**src/rtl/hb_pkg.sv**
```systemverilog
package hb_pkg;

    typedef enum logic {
        TX_IDLE,
        TX_ADDR
    } txn_state_e;

    typedef enum logic [1:0] {
        DC_IDLE,
        DC_REQ,
        DC_GAP
    } dma_state_e;

    typedef enum logic [1:0] {
        ACC_NONE,
        ACC_WRITE,
        ACC_READ,
        ACC_CONFLICT
    } acc_kind_e;

endpackage

```
**src/rtl/hb_txn_fsm.sv**
```systemverilog
module hb_txn_fsm
    import hb_pkg::*;
#(
    parameter int AW = 6
) (
    input  logic          clk,
    input  logic          rst_n,
    input  logic          cs_n,
    input  logic          start,
    input  logic          we_n,
    input  logic          oe_n,
    input  logic [AW-1:0] addr_in,
    output logic [AW-1:0] addr_q,
    output logic          wr_en,
    output logic          rd_sel,
    output logic          proto_err
);

    txn_state_e state_q, state_d;
    acc_kind_e  kind;
    logic       begin_txn;

    assign begin_txn = start && !cs_n;

    always_comb begin
        kind = ACC_NONE;
        if (!cs_n) begin
            unique case ({we_n, oe_n})
                2'b00:   kind = ACC_CONFLICT;
                2'b01:   kind = ACC_WRITE;
                2'b10:   kind = ACC_READ;
                default: kind = ACC_NONE;
            endcase
        end
    end

    always_comb begin
        state_d = state_q;
        unique case (state_q)
            TX_IDLE: if (begin_txn) state_d = TX_ADDR;
            TX_ADDR: state_d = begin_txn ? TX_ADDR : TX_IDLE;
            default: state_d = TX_IDLE;
        endcase
    end

    always_ff @(posedge clk or negedge rst_n) begin
        if (!rst_n) begin
            state_q   <= TX_IDLE;
            addr_q    <= '0;
            proto_err <= 1'b0;
        end else begin
            state_q   <= state_d;
            if (begin_txn) addr_q <= addr_in;
            proto_err <= (state_q == TX_ADDR) && (kind == ACC_CONFLICT);
        end
    end

    always_comb begin
        wr_en  = 1'b0;
        rd_sel = 1'b0;
        unique case (state_q)
            TX_IDLE: ;
            TX_ADDR: begin
                wr_en  = (kind == ACC_WRITE);
                rd_sel = (kind == ACC_READ);
            end
            default: ;
        endcase
    end

    AST_STROBE_NEEDS_START: assert property (@(posedge clk) disable iff (!rst_n)
        (wr_en || rd_sel) |-> $past(start && !cs_n));

endmodule

```
**src/rtl/hb_regfile.sv**
```systemverilog
module hb_regfile #(
    parameter int AW    = 6,
    parameter int DW    = 16,
    parameter int NREGS = 8
) (
    input  logic          clk,
    input  logic          rst_n,
    input  logic          wr_en,
    input  logic [AW-1:0] addr,
    input  logic [DW-1:0] wdata,
    output logic [DW-1:0] rdata
);

    localparam int LAST = NREGS - 1;

    logic [DW-1:0] regs [NREGS];
    logic          mapped;

    assign mapped = (32'(addr) <= LAST);

    for (genvar g = 0; g < NREGS; g++) begin : g_reg
        always_ff @(posedge clk or negedge rst_n) begin
            if (!rst_n) begin
                regs[g] <= '0;
            end else if (wr_en && (32'(addr) == g)) begin
                regs[g] <= wdata;
            end
        end
    end

    always_comb begin
        rdata = '0;
        for (int i = 0; i < NREGS; i++) begin
            if (mapped && (32'(addr) == i)) rdata = regs[i];
        end
    end

endmodule

```
**src/rtl/hb_fifo.sv**
```systemverilog
module hb_fifo #(
    parameter int DW    = 16,
    parameter int DEPTH = 4
) (
    input  logic          clk,
    input  logic          rst_n,
    input  logic          push,
    input  logic [DW-1:0] wdata,
    input  logic          pop,
    output logic [DW-1:0] head,
    output logic          full,
    output logic          empty
);

    localparam int PW = (DEPTH > 1) ? $clog2(DEPTH) : 1;
    localparam int CW = $clog2(DEPTH + 1);

    logic [DW-1:0] mem [DEPTH];
    logic [PW-1:0] wp, rp;
    logic [CW-1:0] count;
    logic          do_push, do_pop;

    assign full    = (32'(count) == DEPTH);
    assign empty   = (count == '0);
    assign do_push = push && !full;
    assign do_pop  = pop && !empty;
    assign head    = mem[rp];

    always_ff @(posedge clk) begin
        if (do_push) mem[wp] <= wdata;
    end

    always_ff @(posedge clk or negedge rst_n) begin
        if (!rst_n) begin
            wp    <= '0;
            rp    <= '0;
            count <= '0;
        end else begin
            if (do_push) wp <= (32'(wp) == DEPTH - 1) ? '0 : wp + 1'b1;
            if (do_pop)  rp <= (32'(rp) == DEPTH - 1) ? '0 : rp + 1'b1;
            count <= count + CW'(do_push) - CW'(do_pop);
        end
    end

    AST_NO_OVERFLOW: assert property (@(posedge clk) disable iff (!rst_n)
        push |-> !full);

    AST_NO_UNDERFLOW: assert property (@(posedge clk) disable iff (!rst_n)
        pop |-> !empty);

endmodule

```
**src/rtl/hb_dma_chan.sv**
```systemverilog
module hb_dma_chan
    import hb_pkg::*;
(
    input  logic clk,
    input  logic rst_n,
    input  logic ready,
    input  logic ack_n,
    output logic req,
    output logic xfer
);

    dma_state_e state_q, state_d;

    always_comb begin
        state_d = state_q;
        unique case (state_q)
            DC_IDLE: if (ready) state_d = DC_REQ;
            DC_REQ:  if (!ack_n) state_d = DC_GAP;
            DC_GAP:  state_d = DC_IDLE;
            default: state_d = DC_IDLE;
        endcase
    end

    always_ff @(posedge clk or negedge rst_n) begin
        if (!rst_n) state_q <= DC_IDLE;
        else        state_q <= state_d;
    end

    always_comb begin
        req  = 1'b0;
        xfer = 1'b0;
        unique case (state_q)
            DC_IDLE: ;
            DC_REQ: begin
                req  = 1'b1;
                xfer = !ack_n && ready;
            end
            DC_GAP:  ;
            default: ;
        endcase
    end

    AST_REQ_HOLD: assert property (@(posedge clk) disable iff (!rst_n)
        (req && ack_n) |=> req);

    AST_REQ_GAP: assert property (@(posedge clk) disable iff (!rst_n)
        (req && !ack_n) |=> !req);

endmodule

```
**src/rtl/hostbus_reg_slave.sv**
```systemverilog
module hostbus_reg_slave #(
    parameter int AW         = 6,
    parameter int DW         = 16,
    parameter int NREGS      = 8,
    parameter int FIFO_DEPTH = 4
) (
    input  logic          clk,
    input  logic          rst_n,
    input  logic          bus_cs_n,
    input  logic          bus_start,
    input  logic          bus_we_n,
    input  logic          bus_oe_n,
    input  logic [AW-1:0] bus_addr,
    input  logic [DW-1:0] bus_din,
    output logic [DW-1:0] bus_dout,
    output logic          bus_dout_en,
    output logic          proto_err,
    output logic          dma_wr_req,
    input  logic          dma_wr_ack_n,
    output logic          dma_rd_req,
    input  logic          dma_rd_ack_n,
    input  logic          rx_pop,
    output logic [DW-1:0] rx_data,
    output logic          rx_valid,
    input  logic          tx_push,
    input  logic [DW-1:0] tx_data,
    output logic          tx_full
);

    logic [AW-1:0] addr_q;
    logic          wr_en, rd_sel;
    logic [DW-1:0] reg_rdata, tx_head;
    logic          rx_full, rx_empty, tx_empty;
    logic          wr_xfer, rd_xfer;

    hb_txn_fsm #(.AW(AW)) txn_i (
        .clk       (clk),
        .rst_n     (rst_n),
        .cs_n      (bus_cs_n),
        .start     (bus_start),
        .we_n      (bus_we_n),
        .oe_n      (bus_oe_n),
        .addr_in   (bus_addr),
        .addr_q    (addr_q),
        .wr_en     (wr_en),
        .rd_sel    (rd_sel),
        .proto_err (proto_err)
    );

    hb_regfile #(.AW(AW), .DW(DW), .NREGS(NREGS)) regs_i (
        .clk   (clk),
        .rst_n (rst_n),
        .wr_en (wr_en),
        .addr  (addr_q),
        .wdata (bus_din),
        .rdata (reg_rdata)
    );

    hb_dma_chan wr_chan_i (
        .clk   (clk),
        .rst_n (rst_n),
        .ready (!rx_full),
        .ack_n (dma_wr_ack_n),
        .req   (dma_wr_req),
        .xfer  (wr_xfer)
    );

    hb_dma_chan rd_chan_i (
        .clk   (clk),
        .rst_n (rst_n),
        .ready (!tx_empty),
        .ack_n (dma_rd_ack_n),
        .req   (dma_rd_req),
        .xfer  (rd_xfer)
    );

    hb_fifo #(.DW(DW), .DEPTH(FIFO_DEPTH)) rx_fifo_i (
        .clk   (clk),
        .rst_n (rst_n),
        .push  (wr_xfer),
        .wdata (bus_din),
        .pop   (rx_pop),
        .head  (rx_data),
        .full  (rx_full),
        .empty (rx_empty)
    );

    hb_fifo #(.DW(DW), .DEPTH(FIFO_DEPTH)) tx_fifo_i (
        .clk   (clk),
        .rst_n (rst_n),
        .push  (tx_push),
        .wdata (tx_data),
        .pop   (rd_xfer),
        .head  (tx_head),
        .full  (tx_full),
        .empty (tx_empty)
    );

    assign rx_valid    = !rx_empty;
    assign bus_dout_en = !bus_cs_n && !bus_oe_n;

    always_comb begin
        if (rd_xfer)     bus_dout = tx_head;
        else if (rd_sel) bus_dout = reg_rdata;
        else             bus_dout = '0;
    end

    AST_ERR_FOLLOWS_CONFLICT: assert property (@(posedge clk) disable iff (!rst_n)
        proto_err |-> $past(!bus_we_n && !bus_oe_n && !bus_cs_n));

endmodule

```
**config.mk**
```make
export PLATFORM = sky130hd
export DESIGN_NAME = hostbus_reg_slave
export DESIGN_NICKNAME = d
export VERILOG_FILES = /design/src/rtl/hb_pkg.sv /design/src/rtl/hb_txn_fsm.sv /design/src/rtl/hb_regfile.sv /design/src/rtl/hb_fifo.sv /design/src/rtl/hb_dma_chan.sv /design/src/rtl/hostbus_reg_slave.sv
export SDC_FILE = /design/constraint.sdc
export NUM_CORES = 1
export LEC_CHECK = 0
export BUFFER_PORTS_ARGS = -buffer_cell sky130_fd_sc_hd__buf_2
export CORE_ASPECT_RATIO = 1.2
export CORE_UTILIZATION = 40
export DETAILED_ROUTE_END_ITERATION = 10
export SETUP_SLACK_MARGIN = 0.15
export SYNTH_ARGS = -nofsm -noshare
export SYNTH_HDL_FRONTEND = slang
export SYNTH_SLANG_ARGS = --single-unit
```
**constraint.sdc**
```tcl
create_clock -name clk -period 7.9 [get_ports clk]
set_clock_uncertainty 0.15 [all_clocks]
set_input_delay 1.975 -clock clk [delete_from_list [all_inputs] [get_ports clk]]
set_output_delay 1.975 -clock clk [all_outputs]
set_load 0.02 [all_outputs]
```
==> out/metrics.cfg, run 1 <==
[clock_tree]
post_cts_buffers=0
cts_resized=0
cts_tree=built
cts_buffer_depth=3
clockRootBuffer=clkbuf_16
ctsHoldBuffers=0
clkTransAtPathRegs_ps=60
cts_buffers=30
clk_latency_ps=550
htreeDepth=1
cts.sinks=282

[critical_path]
critPathMaxFanout=16
crit_path_end_kind=primary output
arrival_ps=4220
crit_required_ps=5780
crit_type=primary input to primary output
r2r_setup_slack_ps=4720
setup.worst_path.start_class=primary input
r2r_cells=9
reg2reg_from=rd_chan_i.state_q[1]
rr_endpoint=tx_fifo_i.count[2]

[die]
core_region_area_mm2=0.0298
die_y_um=193
pin_count=86
dieArea_mm2=0.0311
initial_utilization=0.409
core.rowCount=69
die_w_um=161

[power]
power.total_mw=4.10
powerDensity_mw_per_mm2=296
irDropWorstVdd_mv=0.199
leakagePower_nw=5.93

[sta]
finalCritPeriodShare=0.803
slew_violations=0
fin_setup_tns_ps=0
setup_slack_ps=1550
final-setup-viol-count=0
fmax_mhz=158
rsz0062_at_grt=false
tightest_slew_ps=1150
slew_headroom=0.233
period_minus_slack_ps=6350
finalHoldViolations=0

[route]
vias_per_cell=5.28
wirelength_mm=25.6
vias=6424
post-route-drc-count=0
drt_iter0_drc=324
ant_nets=0
routedWlPerCell_um=21.0
first_pass_iters=4

[global_route]
grt.total_usage=0.170
grt_first_pass_wirelength_mm=40.1
grt_pass1_vias=6723
antenna_found_initial=0
grt_max_degree=100
grt_overflow_total=0

[synthesis]
ys_async_sr_fraction=0.546
netlist_instances=714
synth_cell_types=53
synth_mux_area_frac=0.241
synth_compound_area_frac=0.0388
synthAdderAreaFrac=0.0177
synth_seq_cells=282
synthTopCellsByCount=154 x dfrtp_1, 131 x mux2_2, 128 x edfxtp_1
synth_xor_area_frac=0.00288
synth_top_family_by_area=multiplexers
synth-simple-area-share=0.0459
ys.flop_type=dfrtp_1
post-synth-top-count-cell=dfrtp_1
synth_area_leader_cell=dfrtp_1
ys_top_cells_by_area=dfrtp_1 32%, edfxtp_1 32%, mux2_2 12%
syn-mean-instance-area_um2=17.0
syn_nets=778
yosys_warnings=0
synth_area_mm2=0.0122
netlist.area_leader.share=0.317
ys_seq_area_frac=0.633
synth_edf_count=128

[final_layout]
nFillCells=2588
layout-drive-gt1-share=0.433
area_growth_pct=13.9
diodes=0
utilization=0.465
fin_nets=866

[worst_hold_path]
hold_start=wr_chan_i.state_q[1]
hold_path_class=register to register
min_path_cells=1
min_to=wr_chan_i.state_q[0]

[placed_design]
io_buffers=85
gp_congestion=0.730
pre_cts_slack_ps=1560
hpwl_mm=16.0

[run_status]
status=finished, final reports clean

[run]
maxCapViolCount=0

[where the power goes]
part / leakage [nW] / switching, mW / total [mW] / internal, mW
Sequential: 3.26 / 0.114 / 1.85 / 1.73
Combinational: 2.23 / 0.534 / 0.946 / 0.412
Clock: 0.440 / 0.557 / 1.31 / 0.749
Total: 5.93 / 1.21 / 4.10 / 2.89
[critical path: stages]
cell and delay, ps:
buf_2 100, or4b_4 470, a2111oi_4 980, o221ai_1 270, o21ai_1 230, buf_2 190
[metal layers]
layer  vias up  track usage  share of wire
li1       2903            -              -
met2       130        0.294           0.50
met3        36       0.0287          0.046
met5         -            0              0
met1      3355        0.222           0.44
met4         0       0.0486          0.022
[logic make-up (layout without fill, tap and decap cells)]
| logic type | count (synthesis) | after routing |
|---|---|---|
| AND/OR/NAND/NOR | 87 | 87 |
| AO/OA/AOI/OAI | 68 | 68 |
| adder cells (fa/ha/maj) | 16 | 16 |
| XOR/XNOR | 4 | 4 |
| buffers and inverters | 51 | 163 |
| flip-flops | 282 | 282 |
| multiplexers | 206 | 206 |
[area by class of cell]
class	count	area (um^2)	area share
Sequential cell	282	7700	0.556
Multi-Input combinational cell	381	4210	0.304
Clock buffer	47	866	0.0625
Timing Repair Buffer	93	492	0.0355
Tap cell	390	488	0.0352
Inverter	14	52.6	0.00379
Clock inverter	9	47.5	0.00343
[registers in the layout (all words and copies together), names as in the netlist]
name               cells
regs_i.regs          128
rx_fifo_i.mem         64
tx_fifo_i.mem         64
txn_i.addr_q           6
rx_fifo_i.count        3
tx_fifo_i.count        3
rd_chan_i.state_q      2
rx_fifo_i.rp           2
rx_fifo_i.wp           2
tx_fifo_i.rp           2
tx_fifo_i.wp           2
wr_chan_i.state_q      2
txn_i.proto_err        1
txn_i.state_q          1
[worst max-delay path by stage]
| stage | start | to | cells past startpoint |
|---|---|---|---|
| 2_1_floorplan | bus_we_n | bus_dout[11] | 4 |
| 3_3_place_gp | bus_we_n | bus_dout[11] | 6 |
| 3_5_place_dp | bus_we_n | bus_dout[11] | 6 |
| 4_1_cts | bus_we_n | bus_dout[11] | 6 |
| 5_1_grt | bus_we_n | bus_dout[11] | 6 |
| 6_report | bus_we_n | bus_dout[11] | 6 |
[through the flow]
step / hold WS (ps) / instance area, um^2 / instances
floorplan: 277 / 12200 / 714
finish: 306 / 13900 / 1216
global placement: 291 / 12900 / 1160
global route: 340 / 13900 / 1216
detailed placement: 299 / 12900 / 1160
CTS: 311 / 13900 / 1216
[layout by cell type, fill, tap and decap left out, drive strengths merged, types with 3 or more instances in the layout]
| master | synthesis | routed |
|---|---|---|
| mux2i | 4 | 4 |
| a32o | 4 | 4 |
| inv | 14 | 15 |
| nand2 | 22 | 22 |
| o21ai | 23 | 23 |
| buf | 26 | 93 |
| nor2b | 3 | 3 |
| edfxtp | 128 | 128 |
| nor3 | 4 | 4 |
| clkinv | 0 | 6 |
| mux2 | 154 | 154 |
| dfrtp | 154 | 154 |
| ha | 14 | 14 |
| a21oi | 6 | 6 |
| nand3 | 4 | 4 |
| xnor2 | 4 | 4 |
| nand2b | 5 | 5 |
| and2 | 9 | 9 |
| nor3b | 3 | 3 |
| clkbuf | 11 | 47 |
| nor2 | 23 | 23 |
| a21o | 11 | 11 |
| mux4 | 48 | 48 |
| o22ai | 18 | 18 |
Power figures use the tool's default switching activity.
==> inputs of run 2 (changes only) <==
clock period = 5.7 ns   (was 7.9 ns; I/O delays follow)
==> out/metrics.cfg, run 2 (same netlist as run 1, synthesis figures left out) <==
[power]
p_comb_frac=0.211  ; was 0.231
leakagePower_nw=6.05  ; was 5.93 nW
irDropWorstVdd_mv=0.330  ; was 0.199 mV
power.share.switching=0.277  ; was 0.294
p_sw_mw=1.66  ; was 1.21 mW
powerDensity_mw_per_mm2=426  ; was 296 mW/mm^2
power.total_mw=6.00  ; was 4.10 mW
clkPwrFrac=0.358  ; was 0.319
seqPwrFrac=0.431  ; was 0.450
power.internal_mw=4.34  ; was 2.89 mW

[placed_design]
hpwl_mm=15.8  ; was 16.0 mm
gp_congestion=0.700  ; was 0.730
place_area_mm2=0.0130  ; was 0.0129 mm^2
io_buffers=85  ; unchanged

[critical_path]
path_cells=buf_2, or4b_4, a2111oi_4, buf_4, o21ai_0, o21ai_1, buf_2  ; was buf_2, or4b_4, a2111oi_4, o221ai_1, o21ai_1, buf_2
crit_family=compound AO/OA/AOI/OAI gates  ; unchanged
crit_type=primary input to primary output  ; unchanged
crit_top_cell=buf_2  ; unchanged
setup.worst_path.start_class=primary input  ; unchanged
critPathMaxFanout=12  ; was 16
cpMaxStageDelayCell=or4b_4  ; was a2111oi_4
crit_path_end_kind=primary output  ; unchanged
timing.critical_path.buf_inv=3  ; was 2
crit_required_ps=4120  ; was 5780 ps
arrival_ps=3220  ; was 4220 ps
slowest_delay_ps=470  ; was 980 ps

[die]
pin_count=86  ; unchanged
die_y_um=193  ; unchanged
initial_utilization=0.409  ; unchanged
core.rowCount=69  ; unchanged
die_w_um=161  ; unchanged
core_region_area_mm2=0.0298  ; unchanged
dieArea_mm2=0.0311  ; unchanged

[global_route]
antenna_found_initial=0  ; unchanged
grt_pass1_vias=6755  ; was 6,723
grt.total_usage=0.167  ; was 0.170
grt_first_pass_wirelength_mm=39.9  ; was 40.1 mm
grt_overflow_total=0  ; unchanged
grt_max_degree=145  ; was 100

[final_layout]
layout_common_cells=152 x dfrtp_1, 131 x mux2_2, 128 x edfxtp_1  ; unchanged
largest_register_ffs=128  ; unchanged
regArea_mm2=0.00770  ; unchanged
area_growth_pct=15.8  ; was 13.9%
diodes=0  ; unchanged
layout-drive-gt1-share=0.446  ; was 0.433
fin_nets=869  ; was 866
largestRegisters=regs_i.regs: 128 flops, rx_fifo_i.mem: 64 flops, tx_fifo_i.mem: 64 flops  ; unchanged
multi_input_area_mm2=0.00421  ; unchanged
regMostFlops=regs_i.regs  ; unchanged
fin_area_mm2=0.0141  ; was 0.0139 mm^2
final_common_cell=dfrtp_1  ; unchanged
nFillCells=2623  ; was 2,588

[sta]
slew_headroom=0.202  ; was 0.233
rsz0062_at_grt=false  ; unchanged
finalHoldViolations=0  ; unchanged
final-setup-viol-count=0  ; unchanged
fmax_mhz=209
finalCritPeriodShare=0.841
slew_violations=0  ; unchanged
tightest_slew_ps=1190  ; was 1150 ps
period_minus_slack_ps=4790
fin_setup_tns_ps=0  ; unchanged

[clock_tree]
cts_tree=built  ; unchanged
clk_latency_ps=540  ; was 550 ps
htreeDepth=1  ; unchanged
cts_resized=0  ; unchanged
post_cts_buffers=0  ; unchanged
clockRootBuffer=clkbuf_16  ; unchanged
cts_buffer_depth=3  ; unchanged
clkTransAtPathRegs_ps=60  ; about the same
cts_buffers=30  ; unchanged
cts.sinks=282  ; unchanged
ctsHoldBuffers=0  ; unchanged

[route]
drt_iter0_drc=305  ; was 324
routedWlPerCell_um=20.4  ; was 21.0 um
ant_nets=0  ; unchanged
first_pass_iters=4  ; unchanged
vias=6426  ; was 6,424
vias_per_cell=5.27  ; was 5.28
wirelength_mm=24.9  ; was 25.6 mm
post-route-drc-count=0  ; unchanged

[run_status]
status=finished, final reports clean  ; unchanged

[run]
maxCapViolCount=0  ; unchanged

[worst_hold_path]
hold_path_class=register to register  ; unchanged

-- run 2: path summary, 6_finish.rpt --
path,startpoint,endpoint,slack [ps],cells past startpoint
max in group asynchronous,rst_n,regs_i.regs[106],3840,2
worst max-delay path,bus_we_n,bus_dout[0],910,7
worst min register to register,wr_chan_i.state_q[1],wr_chan_i.state_q[0],310,1
min in group asynchronous,rst_n,regs_i.regs[116],530,1
worst max register to register,txn_i.addr_q[2],regs_i.regs[52],2660,4
worst min-delay path,wr_chan_i.state_q[1],wr_chan_i.state_q[0],310,1
-- run 2: power groups by stage --
stage | Combinational, mW | Sequential (mW) | Clock (mW)
2_1_floorplan | 1.00 | 2.51 | 0
4_1_cts | 1.30 | 2.60 | 2.20
3_3_place_gp | 1.29 | 2.63 | 0
5_1_grt | 1.39 | 2.63 | 2.28
3_5_place_dp | 1.30 | 2.64 | 0
6_report | 1.27 | 2.59 | 2.15
-- run 2: per-stage QoR --
step / instances / hold WS [ps] / utilization / worst slack [ps]
finish: 1219 / 308 / 0.473 / 905
global route: 1219 / 340 / 0.473 / 791
CTS: 1219 / 314 / 0.473 / 900
detailed placement: 1163 / 306 / 0.436 / 921
global placement: 1163 / 288 / 0.436 / 934
floorplan: 714 / 277 / - / 1300
-- run 2: area by class of cell --
| cell class | instances | share of cell area |
|---|---|---|
| sequential | 282 | 0.547 |
| inverter | 14 | 0.00373 |
| timing repair buffer | 96 | 0.0374 |
| tap | 390 | 0.0346 |
| clock inverter | 15 | 0.0180 |
| clock buffer | 41 | 0.0608 |
| multi-input combinational | 381 | 0.299 |
-- run 2: routing by layer --
metal / vias to the layer above / global-route usage / wire length [um]
li1: 2912 / - / -
met1: 3358 / 0.219 / 10900
met2: 123 / 0.294 / 12600
met3: 33 / 0.0216 / 894
met4: 0 / 0.0446 / 471
met5: - / 0 / 0
